<file path="src/rtl/adc_pwr_pkg.sv">
package adc_pwr_pkg;

  typedef enum logic [2:0] {
    PS_RUN  = 3'd0,
    PS_CONV = 3'd1,
    PS_NAP  = 3'd2,
    PS_STBY = 3'd3,
    PS_WAKE = 3'd4
  } pwr_state_e;

  function automatic int unsigned max4(input int unsigned a, input int unsigned b,
                                       input int unsigned c, input int unsigned d);
    int unsigned m;
    m = a;
    if (b > m) m = b;
    if (c > m) m = c;
    if (d > m) m = d;
    return m;
  endfunction

endpackage

</file>
<file path="src/rtl/adc_pwr_rst_sync.sv">
module adc_pwr_rst_sync #(
  parameter int unsigned STAGES = 2
) (
  input  logic clk,
  input  logic rst_n,
  output logic rst_n_sync
);
  logic [STAGES-1:0] sq;

  always_ff @(posedge clk or negedge rst_n) begin
    if (!rst_n) sq <= '0;
    else        sq <= {sq[STAGES-2:0], 1'b1};
  end

  assign rst_n_sync = sq[STAGES-1];
endmodule

</file>
<file path="src/rtl/adc_pwr_timer.sv">
module adc_pwr_timer #(
  parameter int unsigned TW = 8
) (
  input  logic          clk,
  input  logic          rst_n,
  input  logic          load,
  input  logic [TW-1:0] load_val,
  output logic          zero
);
  logic [TW-1:0] cnt_q, cnt_d;
  logic          cnt_en;

  always_comb begin
    cnt_en = load | (cnt_q != '0);
    cnt_d  = load ? load_val : (cnt_q - 1'b1);
  end

  always_ff @(posedge clk or negedge rst_n) begin
    if (!rst_n)      cnt_q <= '0;
    else if (cnt_en) cnt_q <= cnt_d;
  end

  assign zero = (cnt_q == '0);
endmodule

</file>
<file path="src/rtl/adc_pwr_req_slot.sv">
module adc_pwr_req_slot (
  input  logic clk,
  input  logic rst_n,
  input  logic cnv_req,
  input  logic grant,
  output logic avail,
  output logic overflow
);
  logic pend_q, pend_d;

  always_comb begin
    avail = pend_q | cnv_req;
    if (grant) begin
      // the grant takes the older request; a new one takes the slot
      pend_d   = pend_q & cnv_req;
      overflow = 1'b0;
    end else begin
      pend_d   = pend_q | cnv_req;
      overflow = pend_q & cnv_req;
    end
  end

  always_ff @(posedge clk or negedge rst_n) begin
    if (!rst_n) pend_q <= 1'b0;
    else        pend_q <= pend_d;
  end
endmodule

</file>
<file path="src/rtl/adc_pwr_fsm.sv">
module adc_pwr_fsm
  import adc_pwr_pkg::*;
#(
  parameter int unsigned NAP_WAKE_CYC      = 30,
  parameter int unsigned STBY_INT_WAKE_CYC = 50_000_000,
  parameter int unsigned STBY_EXT_WAKE_CYC = 8_000,
  parameter int unsigned CONV_CYC          = 30,
  parameter int unsigned TW                = 26
) (
  input  logic          clk,
  input  logic          rst_n,
  input  logic          req_nap,
  input  logic          req_stby,
  input  logic          ref_int,
  input  logic          auto_nap,
  input  logic          avail,
  input  logic          tmr_zero,
  output logic          tmr_load,
  output logic [TW-1:0] tmr_val,
  output logic          grant,
  output logic          go_q,
  output pwr_state_e    st_q
);
  localparam logic [TW-1:0] NAP_LD  = TW'(NAP_WAKE_CYC - 1);
  localparam logic [TW-1:0] SINT_LD = TW'(STBY_INT_WAKE_CYC - 1);
  localparam logic [TW-1:0] SEXT_LD = TW'(STBY_EXT_WAKE_CYC - 1);
  localparam logic [TW-1:0] CONV_LD = TW'(CONV_CYC - 1);

  pwr_state_e st_d;
  logic       nap_ok;
  logic       nap_hold;

  always_comb begin
    nap_ok   = ~ref_int;
    nap_hold = nap_ok & (req_nap | (auto_nap & ~avail));
  end

  always_comb begin
    st_d     = st_q;
    tmr_load = 1'b0;
    tmr_val  = '0;
    grant    = 1'b0;
    unique case (st_q)
      PS_RUN: begin
        if (req_stby)                st_d = PS_STBY;
        else if (req_nap && nap_ok)  st_d = PS_NAP;
        else if (avail) begin
          grant    = 1'b1;
          st_d     = PS_CONV;
          tmr_load = 1'b1;
          tmr_val  = CONV_LD;
        end
      end
      PS_CONV: begin
        if (tmr_zero) begin
          if (req_stby)                           st_d = PS_STBY;
          else if (nap_ok && (req_nap || auto_nap)) st_d = PS_NAP;
          else                                    st_d = PS_RUN;
        end
      end
      PS_NAP: begin
        if (req_stby) st_d = PS_STBY;
        else if (!nap_hold) begin
          st_d     = PS_WAKE;
          tmr_load = 1'b1;
          tmr_val  = NAP_LD;
        end
      end
      PS_STBY: begin
        if (!req_stby) begin
          st_d     = PS_WAKE;
          tmr_load = 1'b1;
          tmr_val  = ref_int ? SINT_LD : SEXT_LD;
        end
      end
      PS_WAKE: begin
        if (req_stby)      st_d = PS_STBY;
        else if (tmr_zero) st_d = PS_RUN;
      end
      default: st_d = PS_RUN;
    endcase
  end

  always_ff @(posedge clk or negedge rst_n) begin
    if (!rst_n) begin
      st_q <= PS_RUN;
      go_q <= 1'b0;
    end else begin
      st_q <= st_d;
      go_q <= grant;
    end
  end
endmodule

</file>
<file path="src/rtl/adc_pwr_seq.sv">
module adc_pwr_seq
  import adc_pwr_pkg::*;
#(
  parameter int unsigned NAP_WAKE_CYC      = 30,
  parameter int unsigned STBY_INT_WAKE_CYC = 50_000_000,
  parameter int unsigned STBY_EXT_WAKE_CYC = 8_000,
  parameter int unsigned CONV_CYC          = 30
) (
  input  logic clk,
  input  logic rst_n,
  input  logic req_nap,
  input  logic req_stby,
  input  logic ref_int,
  input  logic auto_nap,
  input  logic cnv_req,
  output logic nap_o,
  output logic stby_o,
  output logic cnv_go,
  output logic err_o
);
  localparam int unsigned MAXD = max4(NAP_WAKE_CYC, STBY_INT_WAKE_CYC,
                                      STBY_EXT_WAKE_CYC, CONV_CYC);
  localparam int unsigned TW   = (MAXD < 2) ? 1 : $clog2(MAXD);

  logic          rst_n_i;
  logic          avail, overflow, grant;
  logic          tmr_load, tmr_zero;
  logic [TW-1:0] tmr_val;
  pwr_state_e    st_q;
  logic          err_q, err_d;
  logic          nap_refused;

  adc_pwr_rst_sync #(.STAGES(2)) rsync_i (
    .clk        (clk),
    .rst_n      (rst_n),
    .rst_n_sync (rst_n_i)
  );

  adc_pwr_req_slot slot_i (
    .clk      (clk),
    .rst_n    (rst_n_i),
    .cnv_req  (cnv_req),
    .grant    (grant),
    .avail    (avail),
    .overflow (overflow)
  );

  adc_pwr_timer #(.TW(TW)) tmr_i (
    .clk      (clk),
    .rst_n    (rst_n_i),
    .load     (tmr_load),
    .load_val (tmr_val),
    .zero     (tmr_zero)
  );

  adc_pwr_fsm #(
    .NAP_WAKE_CYC      (NAP_WAKE_CYC),
    .STBY_INT_WAKE_CYC (STBY_INT_WAKE_CYC),
    .STBY_EXT_WAKE_CYC (STBY_EXT_WAKE_CYC),
    .CONV_CYC          (CONV_CYC),
    .TW                (TW)
  ) fsm_i (
    .clk      (clk),
    .rst_n    (rst_n_i),
    .req_nap  (req_nap),
    .req_stby (req_stby),
    .ref_int  (ref_int),
    .auto_nap (auto_nap),
    .avail    (avail),
    .tmr_zero (tmr_zero),
    .tmr_load (tmr_load),
    .tmr_val  (tmr_val),
    .grant    (grant),
    .go_q     (cnv_go),
    .st_q     (st_q)
  );

  always_comb begin
    nap_refused = ref_int & ~req_stby & (req_nap | auto_nap);
    err_d       = nap_refused | overflow;
  end

  always_ff @(posedge clk or negedge rst_n_i) begin
    if (!rst_n_i) err_q <= 1'b0;
    else          err_q <= err_d;
  end

  assign err_o  = err_q;
  assign nap_o  = (st_q == PS_NAP);
  assign stby_o = (st_q == PS_STBY);
endmodule

</file>
<file path="config.mk">
export PLATFORM = sky130hd
export DESIGN_NAME = adc_pwr_seq
export DESIGN_NICKNAME = d
export VERILOG_FILES = /design/src/rtl/adc_pwr_pkg.sv /design/src/rtl/adc_pwr_rst_sync.sv /design/src/rtl/adc_pwr_timer.sv /design/src/rtl/adc_pwr_req_slot.sv /design/src/rtl/adc_pwr_fsm.sv /design/src/rtl/adc_pwr_seq.sv
export SDC_FILE = /design/constraint.sdc
export NUM_CORES = 1
export LEC_CHECK = 0
export ABC_AREA = 1
export BUFFER_PORTS_ARGS = -buffer_cell sky130_fd_sc_hd__buf_4
export CAP_MARGIN = 15
export CORE_MARGIN = 5
export CORE_UTILIZATION = 50
export CTS_CLUSTER_DIAMETER = 200
export DETAILED_ROUTE_END_ITERATION = 10
export PLACE_DENSITY = 0.67
export SETUP_SLACK_MARGIN = 0.02
export SLEW_MARGIN = 0
export SYNTH_ARGS = -nofsm -noshare
export SYNTH_HDL_FRONTEND = slang
export SYNTH_HIERARCHICAL = 1
export SYNTH_SLANG_ARGS = --single-unit
</file>
<file path="constraint.sdc">
create_clock -name clk -period 1.65 [get_ports clk]
set_input_delay 0.165 -clock clk [delete_from_list [all_inputs] [get_ports clk]]
set_output_delay 0.165 -clock clk [all_outputs]
set_load 0.1 [all_outputs]
</file>
==> run metrics, run 1 <==
run status=complete, but fails checks; violations in the final reports=setup timing; via count=2486; met2 wire len=3340 um; per-cell routed wire length=13.1 um; EDFF count, synth=0; Die H=82.9 um; setup clock skew after layout=0.00702 ns; Clock Latency Late Sink=0.29 ns; maximum fanout along the worst path=6; number of sinks handled by clock tree synthesis=34; final standard cell area without fillers=0.00348 mm2; Horiz. Die Dim=82.9 um; cell row count=26; share of layout cells above drive strength 1=39.7%; Final TNS setup=-3.17 ns; total length of routed met3 wires=206 um; Worst path max stage delay=0.38 ns; number of gates on the worst path with buffers counted=8; clock transition time at the flip-flop clock pins of the worst setup and hold paths=0.08 ns; top routing layer used=met4; clock root cell=sky130_fd_sc_hd__clkbuf_8; portion of the post-synthesis area used by sequential elements=32.1%; overall power of the completed layout=0.00692 W; maximum number of pins on one net before global-route repair=27; number of antenna diodes=0; Area Growth Syn to Fin=31.0%; Max H-tree Level=2; ys async rst share=100%; start point of the critical path=slot_i/pend_q; vias in the first global route=2498; post-detailed-route count of antenna-violating nets=0; startpoint of the lowest-slack register-to-register path=slot_i/pend_q; Hold WC Path Type=primary input to register; wire length of the first global-routing pass=11100 um; fmax=550 MHz; number of detailed-route iterations in the first pass=5; Initial DRC Count=113; Routed met1 length=2860 um; Vias per Instance=5.01; number of slew-limit violations in the final report=0; post-synthesis cell area=0.00265 mm2; worst-case setup margin in the final layout=-0.168 ns; worst reg2reg setup slack=-0.17 ns; number of port buffers=10; Largest delay share family, worst path=simple AND/OR/NAND/NOR gates; worst-case vdd ir drop=1340 uV; Most used DFF post-synth=sky130_fd_sc_hd__dfrtp_1; floorplan die area=0.00686 mm2; post-detail-place hpwl=4800 um; setup repair after global routing missed its margin=yes; aggregate global routing overflow=0; Period minus WS final=1.82 ns; end of the critical path=tmr_i/cnt_q[2]; number of antenna violations at the first check in global routing=0; CP max stage cell=sky130_fd_sc_hd__dfrtp_1; total count of hold-check failures in the final report=0; CTS tree=done; number of nets in the final layout=433; static leakage=1.70 nW; critical path arrival=2.01 ns; depth of the worst register-to-register path=8; most common cell after layout, fill and taps aside=sky130_fd_sc_hd__nand2_1; post-detailed-routing wire length=6490 um; FF-to-FF End=tmr_i/cnt_q[2]; Floorplan Core Area=0.00514 mm2; category of the critical setup timing path=register to register; weighted congestion reported at the end of routability-driven placement=0.908; startpoint kind of the worst setup timing path=register; IO Pins=11; placed cell area=0.00314 mm2; Maximum Capacitance Violations=0; CP Cell Sequence=or2_1 > nand3b_1 > a31oi_4 > nand2_4 > buf_12 > nor2_8 > clkbuf_16 > nor2_2; pwr/cell area=1990 mW/mm2; Synth Warn #=6; most frequent cells in the layout=sky130_fd_sc_hd__nand2_1, sky130_fd_sc_hd__buf_4, sky130_fd_sc_hd__nor2_1, sky130_fd_sc_hd__inv_1, sky130_fd_sc_hd__dfrtp_1; required time worst endpoint=1.84 ns; sort of element at the end of the critical path=register; Cells after Synth=378; number of buffers inserted during clock tree synthesis=5; number of synthesized register bits=34; post-route DRC violation count=0; period utilisation layout=110%; number of filler cells placed in the layout=437; initial cell density of the core=51.6%; Crit path buffers/inverters=2; overall track demand over capacity in global routing=19.1%; Max Root-Sink Buffers=2; Setup-failing EPs final=25; Avg Cell Area, Syn=7.02 um2; Distinct cells, synth=36
-- how the worst min path moves through the flow --
stage                     startpoint             to  slack (ns)  depth (start not counted)
after floorplan                rst_n  rsync_i/sq[0]       -0.13                          0
after global placement         rst_n  rsync_i/sq[1]       -0.05                          1
after detailed placement       rst_n  rsync_i/sq[0]       -0.05                          1
after CTS                    cnv_req  slot_i/pend_q         0.1                          3
after global routing         cnv_req  slot_i/pend_q        0.12                          3
final                        cnv_req  slot_i/pend_q        0.11                          3
-- routing by layer --
layer | up-vias | GRT usage [%]
met5 | - | 0
met4 | 0 | 5.94
met3 | 10 | 3.47
met2 | 50 | 34.5
met1 | 1163 | 22.9
li1 | 1263 | -
-- Yosys cell counts, drive strengths merged (3+ instances only) --
library cell | n | area (um2)
a21oi | 19 | 121
buf | 27 | 218
clkbuf | 3 | 11.3
dfrtp | 34 | 851
inv | 43 | 164
nand2 | 104 | 415
nand3 | 28 | 150
nand4 | 14 | 103
nor2 | 69 | 367
o21ai | 13 | 72.6
or2 | 4 | 25.0
xnor2 | 7 | 61.3
-- state kept, by name, indices dropped and copies added (netlist names) --
signal	cells
fsm_i/st_q	3
tmr_i/cnt_q	26
fsm_i/go_q	1
err_o	1
rsync_i/sq	2
slot_i/pend_q	1
-- area by class of cell --
type,instances,area [um2],share of cell area (%)
Multi-Input combinational cell,274,1630,46.9
Sequential cell,34,855,24.6
Timing Repair Buffer,67,598,17.2
Inverter,43,169,4.86
Tap cell,70,87.6,2.52
Clock buffer,5,68.8,1.98
Clock inverter,3,68.8,1.98
-- power by group --
part | switching [W] | internal, W
Combinational | 0.00258 | 0.00187
Sequential | 0.000344 | 0.00118
Clock | 0.000345 | 0.000606
-- kinds of logic (layout without fill, tap and decap cells) --
kind of cell,after synthesis,after routing,synth area share (%)
compound gates,36,36,8.39
other cells,2,5,0.283
xor+xnor,8,8,2.64
fa+ha+maj,1,1,0.471
simple gates,224,224,41.3
flops,34,34,32.1
buf+inv,73,118,14.8
-- worst reg2reg max path: stages, from the launching register on --
cell and delay (ns):
sky130_fd_sc_hd__dfrtp_1 0.38, sky130_fd_sc_hd__or2_1 0.21, sky130_fd_sc_hd__nand3b_1 0.22, sky130_fd_sc_hd__a31oi_4 0.25, sky130_fd_sc_hd__nand2_4 0.11, sky130_fd_sc_hd__buf_12 0.15, sky130_fd_sc_hd__nor2_8 0.17, sky130_fd_sc_hd__clkbuf_16 0.19
sky130_fd_sc_hd__nor2_2 0.04
-- timing repair --
item,4_1_cts,5_1_grt
endpoints found under the hold margin,2,0
setup endpoints to repair,28,29
hold buffers,1,0
resized for setup,7,27
buffers inserted,2,5
pin swaps,2,11
cloned,0,1
-- stage by stage --
stage               utilization [%]  setup slack [ns]  std cells  hold WS [ns]
floorplan                         -           -0.0179        381        -0.131
global placement               61.1           -0.0889        479       -0.0526
detailed placement             61.1            -0.115        479       -0.0508
CTS                            64.8           -0.0804        490        0.0989
global route                   67.6            -0.257        496         0.123
finish                         67.6            -0.168        496         0.110
Note: power is estimated with default switching activity, not from simulation.
==> inputs of run 2 (changes only) <==
--- a/config.mk
+++ b/config.mk
@@ -9,10 +9,9 @@
 export BUFFER_PORTS_ARGS = -buffer_cell sky130_fd_sc_hd__buf_4
 export CAP_MARGIN = 15
 export CORE_MARGIN = 5
-export CORE_UTILIZATION = 50
+export CORE_UTILIZATION = 40
 export CTS_CLUSTER_DIAMETER = 200
 export DETAILED_ROUTE_END_ITERATION = 10
-export PLACE_DENSITY = 0.67
 export SETUP_SLACK_MARGIN = 0.02
 export SLEW_MARGIN = 0
 export SYNTH_ARGS = -nofsm -noshare
==> run 2 against run 1 <==
The run still ends with setup timing left. Worst setup slack better by 0.028 ns. Clock skew hardly changed. Critical path depth is the same. Combinational power increased by 7.4%. Sequential share of layout area down 0.62 points.
==> run metrics, run 2 (synthesized netlist as in run 1, its figures left out) <==
Hold Path End=slot_i/pend_q; period utilisation layout=108% (-1.7 points); Min Hold Slack=0.103 ns (-0.00697 ns); most frequent cells in the layout=sky130_fd_sc_hd__nand2_1, sky130_fd_sc_hd__buf_4, sky130_fd_sc_hd__nor2_1, sky130_fd_sc_hd__inv_1, sky130_fd_sc_hd__dfrtp_1; via count=2512 (+1.0%); FF-to-FF End=tmr_i/cnt_q[15]; post-detailed-route count of antenna-violating nets=0 (unchanged); Area Growth Syn to Fin=34.4%; CP Cell Sequence=nor3_4 > nand4_1 > nand2_4 > inv_8 > buf_6 > or2_2 > nand2_2 > nor2_2; CP max stage cell=sky130_fd_sc_hd__dfrtp_2; most common cell after layout, fill and taps aside=sky130_fd_sc_hd__nand2_1; number of detailed-route iterations in the first pass=4 (-1); aggregate global routing overflow=0 (unchanged); weighted congestion reported at the end of routability-driven placement=0.891 (-1.9%); number of nets in the final layout=448 (+3.5%); Maximum Capacitance Violations=0 (unchanged); worst reg2reg setup slack=-0.14 ns (+0.03 ns); max reg flops=26 (unchanged); Period minus WS final=1.79 ns (-0.0281 ns); sequential cell area=855 um2 (unchanged); worst-case vdd ir drop=1350 uV (+1.3%); post-route DRC violation count=0 (unchanged); Setup-failing EPs final=26 (+4.0%); share of layout cells above drive strength 1=40.4% (+0.69 points); fmax=559 MHz (+1.6%); Max H-tree Level=2 (unchanged); maximum number of pins on one net before global-route repair=22 (-19%); run status=complete, but fails checks; required time worst endpoint=1.83 ns (about the same); setup repair after global routing missed its margin=yes; number of antenna diodes=0 (unchanged); per-cell routed wire length=12.7 um (-2.9%); depth of the worst register-to-register path=8 (unchanged); final standard cell area without fillers=0.00357 mm2 (+2.6%); clock root cell=sky130_fd_sc_hd__clkbuf_8; static leakage=1.77 nW (+4.3%); maximum fanout along the worst path=6 (unchanged); Setup Slack @ Placement=-0.127 ns (-0.0116 ns); Top Registers=tmr_i/cnt_q (26), fsm_i/st_q (3), rsync_i/sq (2); setup clock skew after layout=0.00673 ns (-0.000285 ns); number of sinks handled by clock tree synthesis=34 (unchanged); critical path arrival=1.97 ns (-0.04 ns); vias in the first global route=2415 (-3.3%); Die H=91.5 um (+10%); number of filler cells placed in the layout=620 (+42%); number of buffers inserted during clock tree synthesis=5 (unchanged); placed cell area=0.00322 mm2 (+2.4%); top register by number of flip-flops=tmr_i/cnt_q; Horiz. Die Dim=91.5 um (+10%); pwr/cell area=2020 mW/mm2 (+1.6%); Largest delay share family, worst path=simple AND/OR/NAND/NOR gates; Max Root-Sink Buffers=2 (unchanged); # placed instances=500 (+4.4%); cell row count=29 (+12%); violations in the final reports=setup timing; sort of element at the end of the critical path=register; number of antenna violations at the first check in global routing=0 (unchanged); Worst path max stage delay=0.45 ns (+0.07 ns); Initial DRC Count=97 (-14%); startpoint of the lowest-slack register-to-register path=fsm_i/st_q[0]; CTS tree=done; number of port buffers=10 (unchanged); number of slew-limit violations in the final report=0 (unchanged); overall power of the completed layout=0.00722 W (+4.3%); startpoint kind of the worst setup timing path=register; post-detail-place hpwl=5040 um (+4.8%); category of the critical setup timing path=register to register; Clock Latency Late Sink=0.29 ns (about the same); wire length of the first global-routing pass=10900 um (-1.0%); Floorplan Core Area=0.00639 mm2 (+24%); worst-case setup margin in the final layout=-0.139 ns (+0.0281 ns); footprint of the multi-input gates=0.00161 mm2 (-1.3%); Vias per Instance=4.85 (-3.2%); count of placed standard cells in the final layout, fillers left out=518 (+4.4%); hold path startpoint=cnv_req; Hold WC Path Type=primary input to register; hold depth=3 (unchanged); clock transition time at the flip-flop clock pins of the worst setup and hold paths=0.08 ns (about the same); overall track demand over capacity in global routing=15.8% (-3.3 points); total count of hold-check failures in the final report=0 (unchanged); Crit path buffers/inverters=2 (unchanged); post-detailed-routing wire length=6580 um (+1.4%); floorplan die area=0.00836 mm2 (+22%); initial cell density of the core=41.6% (-10 points); IO Pins=11 (unchanged)
-- run 2: changes by cell type in the layout (fill, tap and decap cells not counted), sizes merged --
cell,previous run,this run
buf,65,81
clkbuf,6,5
-- run 2: worst min-delay path, stage by stage --
cell and delay (ns):
sky130_fd_sc_hd__buf_4 0.09, sky130_fd_sc_hd__nand2_1 0.05, sky130_fd_sc_hd__nand2_1 0.06
-- run 2: power breakdown --
group	internal [W]	leakage, nW	switching [W]
Sequential	0.00118	0.425	0.000317
Combinational	0.00212	1.28	0.00266
Clock	0.000606	0.0683	0.000337
Total	0.00390	1.77	0.00331
-- run 2: routing by layer --
metal	track usage [%]	vias to the layer above	wire, um
met5	0	-	0
met4	5.01	0	122
met3	2.81	12	250
met2	25.9	52	3150
met1	20.9	1154	3060
li1	-	1294	-
-- run 2: final cells by class --
cell class / instances / area share [%]
clock buffer: 5 / 1.93
timing repair buffer: 82 / 19.6
tap: 77 / 2.70
clock inverter: 3 / 1.93
inverter: 43 / 4.81
multi-input combinational: 274 / 45.1
sequential: 34 / 24.0
-- run 2: repair_timing --
action,in CTS,in global routing
hold buffers,1,0
buffers inserted,2,7
endpoints found under the setup margin,28,30
pin swaps,3,17
resized for setup,15,29
hold endpoints to repair,2,0
-- run 2: worst max-delay path by stage --
| stage | start | to | cells past startpoint |
|---|---|---|---|
| after floorplan | slot_i/pend_q | tmr_i/cnt_q[19] | 9 |
| after global placement | fsm_i/st_q[2] | tmr_i/cnt_q[6] | 8 |
| after detailed placement | fsm_i/st_q[2] | tmr_i/cnt_q[10] | 7 |
| after CTS | slot_i/pend_q | tmr_i/cnt_q[16] | 8 |
| after global routing | fsm_i/st_q[2] | tmr_i/cnt_q[15] | 8 |
| final | fsm_i/st_q[0] | tmr_i/cnt_q[15] | 8 |
-- run 2: stage by stage --
stage	util [%]	setup TNS, ns
finish	55.9	-1.93
detailed placement	50.4	-2.20
global route	55.9	-4.46
floorplan	-	-0.0839
global placement	50.4	-1.49
CTS	53.7	-1.56
==> inputs of run 3 (changes only) <==
--- a/config.mk
+++ b/config.mk
@@ -16,5 +16,4 @@
 export SLEW_MARGIN = 0
 export SYNTH_ARGS = -nofsm -noshare
 export SYNTH_HDL_FRONTEND = slang
-export SYNTH_HIERARCHICAL = 1
 export SYNTH_SLANG_ARGS = --single-unit
==> run 3 against run 2 <==
The run now ends clean. Global-route usage rose by 0.90 points. Synthesized area fell by 16%. Worst setup slack improved by 0.18 ns. Non-clock buffer count fell by 46. Final cell count fell by 21%. Synthesized cell count fell by 21%. Combinational power fell by 32%. Die area fell by 15%. Register-to-register slack improved by 0.18 ns. Wire length fell by 11%. Critical endpoint is now tmr_i.cnt_q[2].
==> run metrics, run 3 <==
cell type with the highest aggregate area in the netlist=sky130_fd_sc_hd__dfrtp_1; Max Root-Sink Buffers=2 (unchanged); static leakage=1.36 nW (-23%); number of antenna violations at the first check in global routing=0 (unchanged); FF-to-FF End=tmr_i.cnt_q[2]; startpoint of the lowest-slack register-to-register path=tmr_i.cnt_q[2]; post-detailed-route count of antenna-violating nets=0 (unchanged); top register by number of flip-flops=tmr_i.cnt_q; number of nets in the final layout=345 (-23%); Largest delay share family, worst path=simple AND/OR/NAND/NOR gates; IO Pins=11 (unchanged); number of slew-limit violations in the final report=0 (unchanged); Worst path max stage delay=0.44 ns (about the same); floorplan die area=0.00713 mm2 (-15%); Slew headroom=63.2%; setup repair after global routing missed its margin=yes; required time worst endpoint=1.81 ns (-0.02 ns); top-count cell post-synth=sky130_fd_sc_hd__nand2_1; Avg Cell Area, Syn=7.44 um2 (+6.0%); depth of the worst register-to-register path=8 (unchanged); post-synthesis cell area=0.00222 mm2 (-16%); CTS tree=done; clock transition time at the flip-flop clock pins of the worst setup and hold paths=0.07 ns (about the same); post-detail-place hpwl=3980 um (-21%); Vias per Instance=5.14 (+5.9%); overall power of the completed layout=0.00566 W (-22%); number of gates on the worst path with buffers counted=8 (unchanged); setup clock skew after layout=0.00384 ns (-0.00289 ns); number of buffers inserted during clock tree synthesis=5 (unchanged); Die H=84.5 um (-7.7%); total count of hold-check failures in the final report=0 (unchanged); pwr/cell area=1980 mW/mm2 (-2.2%); via count=2106 (-16%); Hold WC Path Type=primary input to register; post-detailed-routing wire length=5850 um (-11%); Distinct cells, synth=32 (-11%); Worst Max-Slew Pin Slew=0.552 ns; cell row count=27 (-6.9%); number of port buffers=10 (unchanged); Synth Warn #=0 (-6); aggregate global routing overflow=0 (unchanged); Floorplan Core Area=0.00544 mm2 (-15%); EDFF count, synth=0 (unchanged); number of synthesized register bits=34 (unchanged); most common cell after layout, fill and taps aside=sky130_fd_sc_hd__nand2_1; run status=completed; Setup-failing EPs final=0 (-100%); most frequent cell on the critical path=sky130_fd_sc_hd__nor2_4; worst reg2reg setup slack=0.04 ns (+0.18 ns); CP Cell Sequence=nor2_4 > nand2_4 > nor2_4 > and2_4 > nand2_8 > nor2_4 > buf_6 > a21oi_2; period utilisation layout=97.7% (-11 points); category of the critical setup timing path=register to register; Synth Net Count=306; met1 routing resource usage after global routing=20.6% (-0.35 points); number of sinks handled by clock tree synthesis=34 (unchanged); fraction of synthesized cell area taken by the top area cell type=38.4% (+6.3 points); Cells after Synth=298 (-21%); vias in the first global route=2116 (-12%); CP max stage cell=sky130_fd_sc_hd__dfrtp_1; Top Registers=tmr_i.cnt_q (26), fsm_i.st_q (3), rsync_i.sq (2); top cells by area, synth=sky130_fd_sc_hd__dfrtp_1, sky130_fd_sc_hd__nand2_1, sky130_fd_sc_hd__nor2_1, sky130_fd_sc_hd__inv_1, sky130_fd_sc_hd__nand3_1; Maximum Capacitance Violations=0 (unchanged); number of detailed-route iterations in the first pass=4 (unchanged); maximum number of pins on one net before global-route repair=33 (+50%); Horiz. Die Dim=84.5 um (-7.7%); post-route DRC violation count=0 (unchanged); Min Hold Slack=0.119 ns (+0.0159 ns); clock root cell=sky130_fd_sc_hd__clkbuf_8; most frequent cells in the layout=sky130_fd_sc_hd__nand2_1, sky130_fd_sc_hd__nor2_1, sky130_fd_sc_hd__dfrtp_1, sky130_fd_sc_hd__buf_4, sky130_fd_sc_hd__inv_1; Max H-tree Level=2 (unchanged); Initial DRC Count=136 (+40%); worst-case vdd ir drop=1250 uV (-7.7%); met3 usage=3.93% (+1.1 points); share of layout cells above drive strength 1=33.1% (-7.2 points); Most used DFF post-synth=sky130_fd_sc_hd__dfrtp_1; number of filler cells placed in the layout=522 (-16%); Period minus WS final=1.61 ns (-0.177 ns); max reg flops=26 (unchanged); critical path arrival=1.78 ns (-0.19 ns); wire length of the first global-routing pass=9520 um (-13%); ys async rst share=100% (unchanged); initial cell density of the core=40.8% (-0.79 points); number of antenna diodes=0 (unchanged); busiest layer in global routing=met2; overall track demand over capacity in global routing=16.7% (+0.90 points); Crit path buffers/inverters=1 (-1); per-cell routed wire length=14.3 um (+12%); Area Growth Syn to Fin=29.1%; weighted congestion reported at the end of routability-driven placement=0.890 (-0.10%); portion of the post-synthesis area used by sequential elements=38.4% (+6.3 points); Clock Latency Late Sink=0.29 ns (about the same); maximum fanout along the worst path=5 (-1); end of the critical path=tmr_i.cnt_q[2]; start point of the critical path=tmr_i.cnt_q[2]; GR met2 Demand/Resource=27.3% (+1.4 points); fmax=620 MHz (+11%); startpoint kind of the worst setup timing path=register; commonest cells in the synthesized netlist=sky130_fd_sc_hd__nand2_1, sky130_fd_sc_hd__nor2_1, sky130_fd_sc_hd__dfrtp_1, sky130_fd_sc_hd__inv_1, sky130_fd_sc_hd__nand3_1; sort of element at the end of the critical path=register
[run 3: cell count changes after synthesis, sizes merged, moves of 3 or more]
| cell | previous run | this run |
|---|---|---|
| inv | 43 | 32 |
| xor2 | 1 | 7 |
| xnor2 | 7 | 3 |
| nand3 | 28 | 23 |
| clkbuf | 3 | 0 |
| or2 | 4 | 0 |
| nor3 | 2 | 7 |
| a21oi | 19 | 22 |
| o21ai | 13 | 8 |
| buf | 27 | 5 |
| nor2 | 69 | 62 |
| nand2 | 104 | 71 |
[run 3: metrics by stage]
stage / instances / utilization [%] / area (um2) / setup WS (ns) / setup TNS, ns
6_report: 410 / 52.6 / 2860 / 0.0380 / 0
5_1_grt: 410 / 52.6 / 2860 / -0.0726 / -0.505
3_3_place_gp: 394 / 46.4 / 2520 / -0.0608 / -0.101
3_5_place_dp: 394 / 46.4 / 2520 / -0.0568 / -0.126
2_1_floorplan: 298 / - / 2250 / -0.0856 / -1.42
4_1_cts: 406 / 49.8 / 2710 / 0.0137 / 0
[run 3: timing repair]
| action | 4_1_cts | 5_1_grt |
|---|---|---|
| pin swaps | 3 | 6 |
| cloned | 1 | 0 |
| hold buffers | 1 | 0 |
| endpoints found under the setup margin | 21 | 27 |
| setup buffers | 2 | 4 |
| resized for setup | 3 | 34 |
| hold endpoints to repair | 2 | 0 |
[run 3: cell type report]
class                      count  area [um2]  share of cell area, %
clock inverter                 2        60.1                   2.10
sequential                    34         852                   29.8
clock buffer                   6        82.6                   2.88
inverter                      32         124                   4.33
timing repair buffer          36         293                   10.2
multi-input combinational    228        1360                   47.6
tap                           72        90.1                   3.15
[run 3: kinds of logic after synthesis]
family	count (synthesis)	share of synthesized area, %
flip-flops	34	38.4
adder cells (fa/ha/maj)	1	0.564
AO/OA/AOI/OAI	36	10.8
XOR/XNOR	10	3.95
other	1	0.169
buffers and inverters	37	7.79
AND/OR/NAND/NOR	179	38.3
[run 3: metal layers]
layer | routed length, um | part of all wire (%)
met2 | 2970 | 51
met5 | 0 | 0
met4 | 117 | 2.0
met1 | 2600 | 44
met3 | 163 | 2.8
[run 3: where the power goes]
group | switching, W | total (W) | internal (W)
Combinational | 0.00210 | 0.00324 | 0.00115
Sequential | 0.000310 | 0.00144 | 0.00114
Clock | 0.000328 | 0.000973 | 0.000645
Total | 0.00274 | 0.00566 | 0.00293
[run 3: worst min-delay path by stage]
| stage | endpoint | cells past startpoint | startpoint |
|---|---|---|---|
| global route | slot_i.pend_q | 3 | cnv_req |
| CTS | slot_i.pend_q | 3 | cnv_req |
| finish | slot_i.pend_q | 3 | cnv_req |
| floorplan | rsync_i.sq[0] | 0 | rst_n |
| detailed placement | rsync_i.sq[0] | 1 | rst_n |
| global placement | rsync_i.sq[0] | 1 | rst_n |
[run 3: worst min-delay path: stages]
cell and delay [ns]:
sky130_fd_sc_hd__buf_4 0.09, sky130_fd_sc_hd__nand2_1 0.06, sky130_fd_sc_hd__nand2_1 0.07
